File: src/rtl/msg_dest_queue.sv
module msg_dest_queue #(
  parameter int SW = 8,
  parameter int QDEPTH = 17,
  parameter int TW = 16,
  parameter int NCORE = 4,
  parameter logic [TW-1:0] LIMIT_RST = 64,
  localparam int NRES = 8,
  localparam int QW = $clog2(QDEPTH)
) (
  input  logic                clk,
  input  logic                rst_n,
  input  logic                msg_valid,
  output logic                msg_ready,
  input  logic [SW-1:0]       msg_sender,
  input  logic [95:0]         msg_payload,
  input  logic [23:0]         msg_hdr_addr,
  input  logic [15:0]         msg_supp,
  input  logic                msg_int_both,
  output logic                q_we,
  output logic [QW-1:0]       q_idx,
  output logic [255:0]        q_data,
  output logic [NRES-1:0]     rep_valid,
  output logic [NRES-1:0]     rep_error,
  output logic [NRES*SW-1:0]  rep_sender,
  output logic [NCORE-1:0]    irq,
  input  logic                reg_we,
  input  logic [1:0]          reg_addr,
  input  logic [31:0]         reg_wdata,
  output logic [31:0]         reg_rdata
);
  logic [NRES-1:0] pend, tmo, replied;
  logic [TW-1:0]   cnt [NRES];
  logic [QW-1:0]   slot_of [NRES];
  logic [SW-1:0]   sender_of [NRES];
  logic [QW-1:0]   tail;
  logic [TW-1:0]   limit;
  logic            tail_busy;
  logic [NRES-1:0] expire;

  wire [NRES-1:0] held  = pend | tmo;
  wire [NRES-1:0] freev = ~held;
  wire [NRES-1:0] alloc = freev & (~freev + {{(NRES-1){1'b0}}, 1'b1});
  wire            acc   = msg_valid & msg_ready;
  wire            wr_ack = reg_we & (reg_addr == 2'd1);
  wire [NRES-1:0] clr_p = wr_ack ? reg_wdata[15:8] : '0;
  wire [NRES-1:0] clr_t = wr_ack ? reg_wdata[7:0]  : '0;
  wire [NRES-1:0] armed = pend & ~replied;
  wire [NRES-1:0] normal = armed & clr_p;

  always_comb begin
    tail_busy = 1'b0;
    for (int r = 0; r < NRES; r++)
      if (held[r] && slot_of[r] == tail) tail_busy = 1'b1;
  end

  always_comb
    for (int r = 0; r < NRES; r++)
      expire[r] = armed[r] & ~clr_p[r] & (cnt[r] == limit - {{(TW-1){1'b0}}, 1'b1});

  assign msg_ready = (|freev) & ~tail_busy;
  assign q_we   = acc;
  assign q_idx  = tail;
  assign q_data = {112'b0, msg_supp, alloc, msg_hdr_addr, msg_payload};

  for (genvar g = 0; g < NRES; g++) begin : g_lane
    assign rep_sender[g*SW +: SW] = sender_of[g];
  end

  always_ff @(posedge clk) begin
    if (!rst_n) begin
      pend <= '0; tmo <= '0; replied <= '0;
      rep_valid <= '0; rep_error <= '0;
      for (int r = 0; r < NRES; r++) begin
        cnt[r] <= '0; slot_of[r] <= '0; sender_of[r] <= '0;
      end
    end else begin
      for (int r = 0; r < NRES; r++) begin
        if (acc && alloc[r]) begin
          pend[r] <= 1'b1; tmo[r] <= 1'b0; replied[r] <= 1'b0;
          cnt[r] <= '0; slot_of[r] <= tail; sender_of[r] <= msg_sender;
        end else begin
          pend[r]    <= pend[r] & ~clr_p[r];
          tmo[r]     <= (tmo[r] & ~clr_t[r]) | expire[r];
          replied[r] <= replied[r] | normal[r] | expire[r];
          if (armed[r]) cnt[r] <= cnt[r] + 1'b1;
        end
      end
      rep_valid <= normal | expire;
      rep_error <= expire;
    end
  end

  always_ff @(posedge clk) begin
    if (!rst_n) begin
      tail  <= '0;
      limit <= LIMIT_RST;
      irq   <= '0;
    end else begin
      if (acc) tail <= (tail == QW'(QDEPTH-1)) ? '0 : tail + 1'b1;
      if (reg_we && reg_addr == 2'd2) limit <= reg_wdata[TW-1:0];
      irq <= acc ? (msg_int_both ? '1 : {{(NCORE-1){1'b0}}, 1'b1}) : '0;
    end
  end

  always_comb begin
    case (reg_addr)
      2'd0, 2'd1: reg_rdata = {16'b0, pend, tmo};
      2'd2:       reg_rdata = {{(32-TW){1'b0}}, limit};
      default:    reg_rdata = '0;
    endcase
  end
endmodule

File: config.mk
export PLATFORM = sky130hd
export DESIGN_NAME = msg_dest_queue
export DESIGN_NICKNAME = d
export VERILOG_FILES = /design/src/rtl/msg_dest_queue.sv
export SDC_FILE = /design/constraint.sdc
export NUM_CORES = 1
export LEC_CHECK = 0
export BUFFER_PORTS_ARGS = -buffer_cell sky130_fd_sc_hd__buf_2
export CORE_AREA = 5 5 218 220
export DETAILED_ROUTE_END_ITERATION = 16
export DIE_AREA = 0 0 223 225
export PLACE_DENSITY = 0.68
export SLEW_MARGIN = 40
export SYNTH_ARGS = -nofsm -noshare
export SYNTH_HDL_FRONTEND = slang
export SYNTH_SLANG_ARGS = --single-unit
File: constraint.sdc
create_clock -name clk -period 4.8 [get_ports clk]
set_input_delay 0.24 -clock clk [delete_from_list [all_inputs] [get_ports clk]]
set_output_delay 0.24 -clock clk [all_outputs]
set_load 0.02 [all_outputs]
# After elaboration in Yosys (flattened, before gate mapping)

Memories as Yosys holds them, arrays and structs flattened.
Cells that the tools add are included.

Add/subtract/negate cells: 11
Eq/ne operators: 19
Muxes and demuxes: 110
Bitwise logic cells: 117
Reduce and logical (&&, ||, !) cells: 29

Operators with widths:

| kind                    | count |
|---|---|
| $mux W16                | 16 |
| $add A16 B1 Y16 const B | 8 |
| $eq A16 B16 Y1          | 8 |
| $mux W8                 | 10 |
| $mux W1                 | 73 |
| $or A1 B1 Y1            | 56 |
| $mux W5                 | 9 |
| $eq A5 B5 Y1            | 8 |
| $and A1 B1 Y1           | 35 |
| $pmux W16 S2            | 1 |
| $and A8 B8 Y8           | 3 |
| $not A8 Y8              | 3 |
| $not A1 Y1              | 18 |
| $reduce_or A2 Y1        | 9 |
| $logic_and A1 B1 Y1     | 17 |
| $or A8 B8 Y8            | 2 |
| $sub A16 B1 Y16 const B | 1 |
| $add A8 B1 Y8 const B   | 1 |
| $reduce_or A8 Y1        | 1 |
| $add A5 B1 Y5 const B   | 1 |
| $eq A5 B5 Y1 const B    | 1 |
| $mux W4                 | 1 |
| $eq A2 B1 Y1 const B    | 1 |
| $eq A2 B2 Y1 const B    | 1 |
| other kinds (2)         | 2 |

Register bits after elaboration: 65
Bits in writable memories: 232
Input port bits: 183
Output and inout port bits: 379
Memories: 3

Memory list:

| name      | words | bits a word | read ports | clocked after memory_dff | wr ports | line | text |
|---|---|---|---|---|---|---|---|
| cnt       | 8     | 16          | 8          | 0                        | 8        | 32   | `logic [TW-1:0] cnt [NRES];` |
| sender_of | 8     | 8           | 8          | 0                        | 8        | 34   | `logic [SW-1:0] sender_of [NRES];` |
| slot_of   | 8     | 5           | 8          | 0                        | 8        | 33   | `logic [QW-1:0] slot_of [NRES];` |

# Longest topological paths before layout

Gate-level depths: netlist of the first run.
An unclocked memory read counts as a cell.

Depth after elaboration: 20
Depth in mapped cells: 12
Gate-level depth less buffers: 9

# Worst setup path after synthesis of the first run

Ideal clock, no wire load.

Path kind: register -> register
From: register pend[0]
To: memory cnt[7][0], in the netlist cnt[1][48], enable pin
Arrival time: 2.793 ns
Required time: 4.466 ns
Slack: 1.674 ns
Cell stages (with the launch flop): 7
Path through: dfxtp_1 > o22ai_1 > or3_1 > or4_1 > nor3_1 > a21o_1 > or2_2

RTL lines:

| element                         | line | text |
|---|---|---|
| start, declared                 | 31   | `logic [NRES-1:0] pend, tmo, replied;` |
| start signal, assigned by index | 82   | `pend[r] <= pend[r] & ~clr_p[r];` |
| end, declared                   | 32   |  |

==> results of run 1 <==
## cells in the mapped netlist, drive strengths merged, types with 3 or more instances
library cell	n	area, um2
a211o	3	26.28
nor2b	7	43.79
nor3b	3	22.52
nor3	32	186.4
nand3b	17	127.6
o31ai	3	22.52
a211oi	8	60.06
a2111oi	4	35.03
nand4	43	269.0
and3	38	237.7
a21oi	72	364.1
or3	20	125.1
nand2	135	506.7
nor2	250	969.7
buf	294	2155
o2111ai	4	35.03
o211ai	6	45.04
edfxtp	232	6967
nor4	23	165.2
or4	9	78.82
or2	11	68.82
ha	11	137.6
xor2	122	1069
a311oi	5	43.79
a21o	9	67.56
and2	7	43.79
nand2b	9	56.30
o32ai	3	26.28
a221oi	4	41.29
a22oi	3	22.52
o21ai	46	234.0
clkbuf	74	277.8
and4	4	35.03
inv	54	202.7
xnor3	13	292.8
nand3	82	410.4
xnor2	141	1242
a31oi	12	75.07
dfxtp	63	1261
## sequential cells by signal (all words and copies together), names as in the netlist
signal     flops
cnt          128
rep_valid      8
replied        8
irq            2
limit         16
pend           8
slot_of       40
tmo            8
q_idx          5
rep_error      8
sender_of     64
## power groups by stage
stage / combinational [mW] / sequential [mW] / clock (mW)
finish: 0.844 / 3.02 / 2.47
global route: 0.899 / 3.03 / 2.63
CTS: 0.830 / 3.02 / 2.50
detailed placement: 0.817 / 3.07 / 0
global placement: 0.803 / 3.06 / 0
floorplan: 0.825 / 3.05 / 0
## per-layer routing
layer / wire (um) / GRT usage / vias up
met5: 0 / 0 / -
met4: 1812 / 0.06680 / 0
met3: 5599 / 0.05262 / 147
met2: 23670 / 0.3109 / 779
met1: 21200 / 0.2610 / 6561
li1: - / - / 6128
## area by class of cell
type | instances | area, um2
clock buffer | 44 | 888.4
clock inverter | 18 | 153.9
fill | 4369 | 25800
inverter | 54 | 202.7
multi-input combinational | 1315 | 7968
sequential | 295 | 8228
tap | 600 | 750.7
timing repair buffer | 189 | 1094
## final timing paths
path | slack (ns) | cells past startpoint | start | endpoint
hold reg to reg | 0.49 | 2 | tmo[7] | tmo[7]
setup reg to reg | 0.98 | 8 | q_idx[2] | cnt[1][36]
setup / recovery | 0.98 | 8 | q_idx[2] | cnt[1][36]
hold / removal | 0.02 | 3 | reg_wdata[6] | limit[6]
## cells by family (layout without fill, tap and decap cells)
kind of cell / count (synthesis) / in the layout / synth area share
adders and majority gates: 11 / 11 / 0.007521
DFF: 295 / 295 / 0.4496
buffers and inverters: 422 / 305 / 0.1440
muxes: 3 / 3 / 0.001709
AOI/OAI and AO/OA: 200 / 200 / 0.06844
other: 1 / 128 / 0.0002049
and+or+nand+nor: 697 / 697 / 0.1862
xor gates and xnor gates: 276 / 276 / 0.1423
## per-stage QoR
| step | cells | instance area (um2) | setup slack, ns |
|---|---|---|---|
| after floorplan | 2032 | 18780 | 1.674 |
| after global placement | 2438 | 18040 | 1.082 |
| after detailed placement | 2438 | 18080 | 0.9359 |
| after CTS | 2515 | 19270 | 0.9401 |
| after global routing | 2515 | 19280 | 0.6215 |
| final | 2515 | 19280 | 0.9821 |
## worst register-to-register path, delay by kind of cell, from the launching register on
family                    cells  cell delay (ns)
AOI/OAI and AO/OA             2             0.79
xor gates and xnor gates      1             0.18
buffers and inverters         1             0.44
DFF                           1             0.81
and+or+nand+nor               4             1.24
## repair_timing
item | CTS | global route
buffers inserted | 0 | 0
hold buffers | 15 | 0
endpoints found under the setup margin | 0 | 0
hold endpoints to repair | 18 | 0
==> qor.yml, run 1 <==
grt:
  grt_pass1_vias: 12809
  grt_first_pass_wirelength_um: 77370
  antenna_found_initial: 1
  grt_use_total: 0.1959
  grt-ovfl-total: 0
  grt_max_degree: 38
timing:
  tns_ns: 0
  fin_hold_ws_ns: 0.02167
  rsz0062_at_grt: "no"
  maxSlewHeadroom: 0.4258
  finClkSkew_ns: 0.02360
  setup_violations: 0
  post-route-period-util: 0.7954
  fmax_mhz: 261.9
  tightest_slew_ns: 0.8602
  slew_viol_final: 0
  hold_viol_final: 0
  min_period_ns: 3.818
pwr:
  p_clk_frac: 0.390
  combPwrFrac: 0.133
  total_power_mw: 6.332
  ir_drop_uv: 196.9
  power.density_nw_per_um2: 328.3
  p_int_mw: 4.541
  cellLeakagePower_nw: 7.296
  p_sw_mw: 1.791
  seqPwrFrac: 0.477
  swShare: 0.2828
logic_synthesis:
  synth_cell_type_count: 76
  synth_edf_count: 232
  syn-instance-count: 1905
  syn_area_um2: 18300
  ys_seq_area_frac: 0.4496
  synth_flop_cell: "edfxtp_1"
  synth-warning-count: 0
  ys_ff_latch: 295
  syn-mean-instance-area_um2: 9.606
  async_reset_ff_frac: 0
die:
  placeableCoreArea_um2: 45090
  fp.dieArea_um2: 50180
  io_pins: 562
  die-height_um: 225
  die_w_um: 223
  start_util: 0.4059
  row_count: 78
setup_path:
  cpPeakStageDelay_ns: 0.81
  worstPathMaxFanout: 19
  cp.required_ns: 5.00
  path_cells: "xnor2_1, nand4_1, a211oi_1, nor4_1, nand4_1, inv_2, a21o_1, or2_2"
  cp_slowest_cell: "dfxtp_1"
  cp-start-kind: "flop"
  crit_type: "reg2reg"
  arrival_ns: 4.02
  critPathMostFrequentCell: "nand4_1"
  critPathTopFamily: "simple AND/OR/NAND/NOR gates"
  end_kind: "flop"
  crit_buf_inv: 1
place:
  io_buffers: 145
  place_hpwl_um: 38570
  gp_congestion: 0.9534
route:
  drt-wirelength-per-cell_um: 20.79
  wl_um: 52280
  num_vias: 13615
  drt_drc_violations_left: 0
  first_pass_iters: 6
  routed_via_density: 5.414
  ant_nets: 0
  drtIter0Drc: 1399
clock_network:
  cts_buffer_depth: 3
  path_clk_slew_ns: 0.06
  cts_tree: "done"
  cts.sinks: 295
  insertion_delay_ns: 0.55
  cts-buffers-inserted: 34
  root_buffer: "clkbuf_16"
  cts_resized: 0
  cts-htree-levels: 2
final_layout:
  final_cell_mix: "nor2_1, edfxtp_1, buf_2, xnor2_1, nand2_1"
  n_antenna_cell: 0
  post-route-util: 0.4277
  layout.cells.most_common: "nor2_1"
  synthToLayoutAreaGrowth_pct: 5.381
  drive_gt1_frac: 0.1352
  fin_nets: 2083
run:
  cap_violations: 0
hold_path:
  hp-class: "in2reg"
outcome:
  status: "finished clean"
Power figures use the tool's default switching activity.
==> run 2, diff against run 1 <==
Settings changed: CORE_AREA 5 5 218 220 to 5 5 214 216, DIE_AREA 0 0 223 225 to 0 0 219 221, PLACE_DENSITY 0.68 to 0.72.
Clock period 4.8 ns to 3.15 ns, I/O delays scaled along.
==> run 2 against run 1 <==
Sequential power increased by 52%. First-iteration DRC count shrank 2.1%. Clock skew is 0.0021 ns lower. Highest routed layer is now met5. Cell area grew 2.6%. Count of clock-buffer cells in the layout rose by 5. Critical path type unchanged. Critical endpoint is now rep_valid[5]. Via count grew 1.9%. Setup slack lost 0.92 ns. Combinational power is 65% higher. Register-to-register slack got worse by 0.92 ns. Non-clock buffer count rose by 77.
==> qor.yml, run 2 (same netlist as run 1, synthesis figures left out) <==
setup_path:
  critPathMostFrequentCell: "buf_4"
  cp.required_ns: 3.65
  worstPathMaxFanout: 11
  crit_buf_inv: 2
  cp_slowest_cell: "or4_4"
  r2r_slack_ns: 0.06
  arrival_ns: 3.59
  r2r_end: "rep_valid[5]"
  cp-start-kind: "flop"
  path_cells: "buf_4, or4_4, nor4_4, buf_4, nor3b_1, a221o_1, a221oi_2, nand4_1, a21oi_1"
  r2r_cells: 9
  critPathTopFamily: "simple AND/OR/NAND/NOR gates"
  crit_start: "limit[0]"
  rr_startpoint: "limit[0]"
  end_kind: "flop"
  crit_type: "reg2reg"
  cpPeakStageDelay_ns: 0.68
final_layout:
  reg_top3: "cnt (128), sender_of (64), slot_of (40)"
  synthToLayoutAreaGrowth_pct: 8.102
  layout.cells.most_common: "nor2_1"
  fin_nets: 2156
  final_cell_mix: "nor2_1, edfxtp_1, buf_2, xnor2_1, nand2_1"
  fillCellCount: 4078
  final_cells: 2579
  max_flop_register: "cnt"
  drive_gt1_frac: 0.1636
  largest_register_ff_count: 128
timing:
  finClkSkew_ns: 0.02152
  setup_violations: 0
  min_period_ns: 3.086
  maxSlewHeadroom: 0.5197
  rsz0062_at_grt: "yes"
  fmax_mhz: 324.0
  slew_viol_final: 0
  hold_viol_final: 0
  tightest_slew_ns: 0.7153
  fin_ws_ns: 0.06368
  post-route-period-util: 0.9798
die:
  start_util: 0.4184
  die_w_um: 219
  row_count: 77
  die-height_um: 221
  placeableCoreArea_um2: 43740
  io_pins: 562
  fp.dieArea_um2: 48400
grt:
  grt_first_pass_wirelength_um: 78820
  grt_use_total: 0.2071
  grt_pass1_vias: 13149
  grt-ovfl-total: 0
  antenna_found_initial: 2
  grt_max_degree: 38
pwr:
  seqPwrFrac: 0.488
  p_clk_frac: 0.363
  ir_drop_uv: 443.8
  swShare: 0.2773
  combPwrFrac: 0.148
  p_sw_mw: 2.607
  cellLeakagePower_nw: 7.627
  p_int_mw: 6.796
  power.density_nw_per_um2: 475.3
clock_network:
  cts.sinks: 295
  cts-htree-levels: 1
  cts_buffer_depth: 3
  insertion_delay_ns: 0.59
  cts-buffers-inserted: 30
  path_clk_slew_ns: 0.06
  cts_tree: "done"
  root_buffer: "clkbuf_16"
route:
  wl_um: 52890
  drt-wirelength-per-cell_um: 20.51
  drt_drc_violations_left: 0
  num_vias: 13867
  ant_nets: 0
  routed_via_density: 5.377
  first_pass_iters: 6
  drtIter0Drc: 1370
outcome:
  status: "finished clean"
place:
  gp_congestion: 0.9794
  io_buffers: 145
  post-place-cells: 2502
  pre_cts_ws_ns: 0.1192
  place_hpwl_um: 40230
hold_path:
  min_from: "msg_valid"
  holdPathStages: 5
  hp-class: "in2reg"
  holdPathEnd: "q_idx[4]"
run:
  cap_violations: 0
[run 2: power groups by stage]
stage,clock (mW),sequential [mW],combinational (mW)
after floorplan,0,4.64,1.26
after global routing,3.65,4.61,1.48
after detailed placement,0,4.67,1.33
after global placement,0,4.66,1.31
after CTS,3.47,4.59,1.36
final,3.42,4.59,1.39
[run 2: layout make-up]
cell class              instances  area (um2)  share of cell area
multi-input cells            1315        7941              0.4014
well taps                     592       740.7             0.03744
diodes                          1       2.502           0.0001265
flip-flops and latches        295        8228              0.4159
clock inverters                 7       56.30            0.002846
clock buffers                  49       882.1             0.04459
inverters                      54       205.2             0.01037
repair buffers                266        1727             0.08728
[run 2: worst min-delay path: cells and delay by family]
kind	cells	cell delay, ns
and+or+nand+nor	3	0.22
buffers and inverters	1	0.11
AOI/OAI and AO/OA	1	0.07
[run 2: per-layer routing]
metal  share of wire  global-route usage  vias to the layer above  wire length, um
met1            0.40              0.2816                     6586            20900
li1                -                   -                     6274                -
met3            0.11             0.04675                      171             5932
met4           0.043             0.08387                        2             2270
met2            0.45              0.3210                      834            23770
met5         0.00038                   0                        -               20
[run 2: repair_timing]
action,4_1_cts,5_1_grt
endpoints found under the hold margin,36,0
endpoints found under the setup margin,0,10
gates resized for setup,0,5
setup buffers,0,3
hold buffers,17,0
[run 2: worst max-delay path by stage]
stage | slack [ns] | cells past startpoint | end
final | 0.06 | 9 | rep_valid[5]
after global routing | -0.003 | 9 | rep_valid[5]
after detailed placement | 0.12 | 10 | replied[0]
after floorplan | 0.02 | 6 | cnt[1][48]
after global placement | 0.11 | 9 | rep_valid[5]
after CTS | 0.08 | 8 | q_we
[run 2: stage by stage]
stage	cell area, um2	power [mW]	setup TNS (ns)	hold slack [ns]	utilization
6_report	19780	9.402	0	0.03045	0.4523
5_1_grt	19780	9.742	-0.003396	0.04850	0.4522
4_1_cts	19730	9.417	0	0.01256	0.4511
3_5_place_dp	18620	6.001	0	0.3151	0.4258
3_3_place_gp	18620	5.972	0	0.3151	0.4258
2_1_floorplan	18780	5.899	0	0.2935	-
==> run 3, diff against run 2 <==
Settings changed: CELL_PAD_IN_SITES_DETAIL_PLACEMENT set to 0, CELL_PAD_IN_SITES_GLOBAL_PLACEMENT set to 2, CORE_AREA 5 5 214 216 to not set, CORE_ASPECT_RATIO set to 1.1, CORE_MARGIN set to 5, CORE_UTILIZATION set to 28, DIE_AREA 0 0 219 221 to not set, PLACE_DENSITY 0.72 to 0.79.
==> run 3 against run 2 <==
Maximum frequency down 0.51%. Worst hold slack better by 0.016 ns. Critical path type unchanged. Critical path depth up 1.
==> qor.yml, run 3 (same netlist as run 1, synthesis figures left out) <==
outcome:
  status: "finished clean"
clock_network:
  insertion_delay_ns: 0.55
  cts-buffers-inserted: 35
  cts.sinks: 295
  cts_buffer_depth: 3
  root_buffer: "clkbuf_16"
  cts_tree: "done"
  path_clk_slew_ns: 0.06
  cts-htree-levels: 2
grt:
  grt-ovfl-total: 0
  grt_pass1_vias: 13682
  antenna_found_initial: 1
  grt_use_total: 0.1590
  grt_max_degree: 38
  grt_first_pass_wirelength_um: 87040
pwr:
  total_power_mw: 10.11
  power.density_nw_per_um2: 494.9
  cellLeakagePower_nw: 7.810
  ir_drop_uv: 498.1
timing:
  fmax_mhz: 322.4
  setup_violations: 0
  slew_viol_final: 0
  maxSlewHeadroom: 0.5185
  finClkSkew_ns: 0.02571
  fin_hold_ws_ns: 0.04633
  tightest_slew_ns: 0.7223
  min_period_ns: 3.102
  rsz0062_at_grt: "yes"
  post-route-period-util: 0.9848
  hold_viol_final: 0
final_layout:
  layout.cells.most_common: "nor2_1"
  max_flop_register: "cnt"
  fin_nets: 2177
  largest_register_ff_count: 128
  post-route-util: 0.3149
  drive_gt1_frac: 0.1776
  synthToLayoutAreaGrowth_pct: 11.63
  final_cell_mix: "nor2_1, edfxtp_1, buf_2, xnor2_1, nand2_1"
  n_antenna_cell: 0
  reg_top3: "cnt (128), sender_of (64), slot_of (40)"
setup_path:
  crit_type: "reg2reg"
  arrival_ns: 3.59
  worstPathMaxFanout: 6
  cp-start-kind: "flop"
  cp.required_ns: 3.63
  end_kind: "flop"
run:
  cap_violations: 0
route:
  wl_um: 57870
  routed_via_density: 4.719
  ant_nets: 0
  drt-wirelength-per-cell_um: 20.24
  drtIter0Drc: 867
  num_vias: 13496
  drt_drc_violations_left: 0
  first_pass_iters: 5
die:
  row_count: 98
  die_w_um: 253.8
  die-height_um: 278.1
  fp.dieArea_um2: 70580
  io_pins: 562
  start_util: 0.2821
  placeableCoreArea_um2: 64860
place:
  gp_congestion: 0.9521
  io_buffers: 145
  place_hpwl_um: 44700
hold_path:
  hp-class: "in2reg"
[run 3: metal layers]
metal	global-route usage	vias to the layer above	routed length, um	part of all wire
met4	0.05894	0	2391	0.041
li1	-	6318	-	-
met5	0	-	0	0
met1	0.1913	6552	22930	0.40
met2	0.2752	490	28260	0.49
met3	0.03944	136	4294	0.074
[run 3: critical path: stages, from the launching register on]
cell and delay (ns):
dfxtp_1 0.35, inv_1 0.08, ha_1 0.21, or3b_4 0.48
nor2_4 0.27, xnor2_1 0.13, a2111oi_0 0.46, nor4b_1 0.32
nand4_1 0.36, buf_4 0.27, a21oi_1 0.10
[run 3: repair_timing]
action | CTS | global route
hold buffers | 17 | 0
buffers inserted | 0 | 0
gates resized for setup | 0 | 5
endpoints found under the hold margin | 34 | 0
setup endpoints to repair | 0 | 117
[run 3: where the power goes]
part	switching (mW)	internal, mW
Sequential	0.199	4.38
Clock	1.69	2.43
Combinational	0.907	0.500
Total	2.80	7.31
[run 3: path summary, 6_finish.rpt]
| kind | startpoint | end | slack (ns) | cells past startpoint |
|---|---|---|---|---|
| worst max-delay path | limit[1] | tmo[7] | 0.05 | 10 |
| worst max register to register | limit[1] | tmo[7] | 0.05 | 10 |
| worst min-delay path | reg_we | limit[12] | 0.05 | 5 |
| worst min register to register | tmo[7] | tmo[7] | 0.48 | 2 |
[run 3: layout make-up]
cell class	instances	area (um2)
Inverter	54	202.7
Clock inverter	19	187.7
Tap cell	850	1064
Clock buffer	45	964.7
Multi-Input combinational cell	1315	7944
Timing Repair Buffer	282	1834
Fill cell	6674	44440
Sequential cell	295	8232
[run 3: metrics by stage]
step                cell area, um2  setup TNS (ns)  cells  worst slack (ns)
floorplan                    18780               0   2032           0.02376
global route                 20430        -0.02597   2860          -0.02597
finish                       20430               0   2860           0.04797
global placement             19080               0   2779           0.06167
detailed placement           19080               0   2779           0.07696
CTS                          20400               0   2860          0.005866
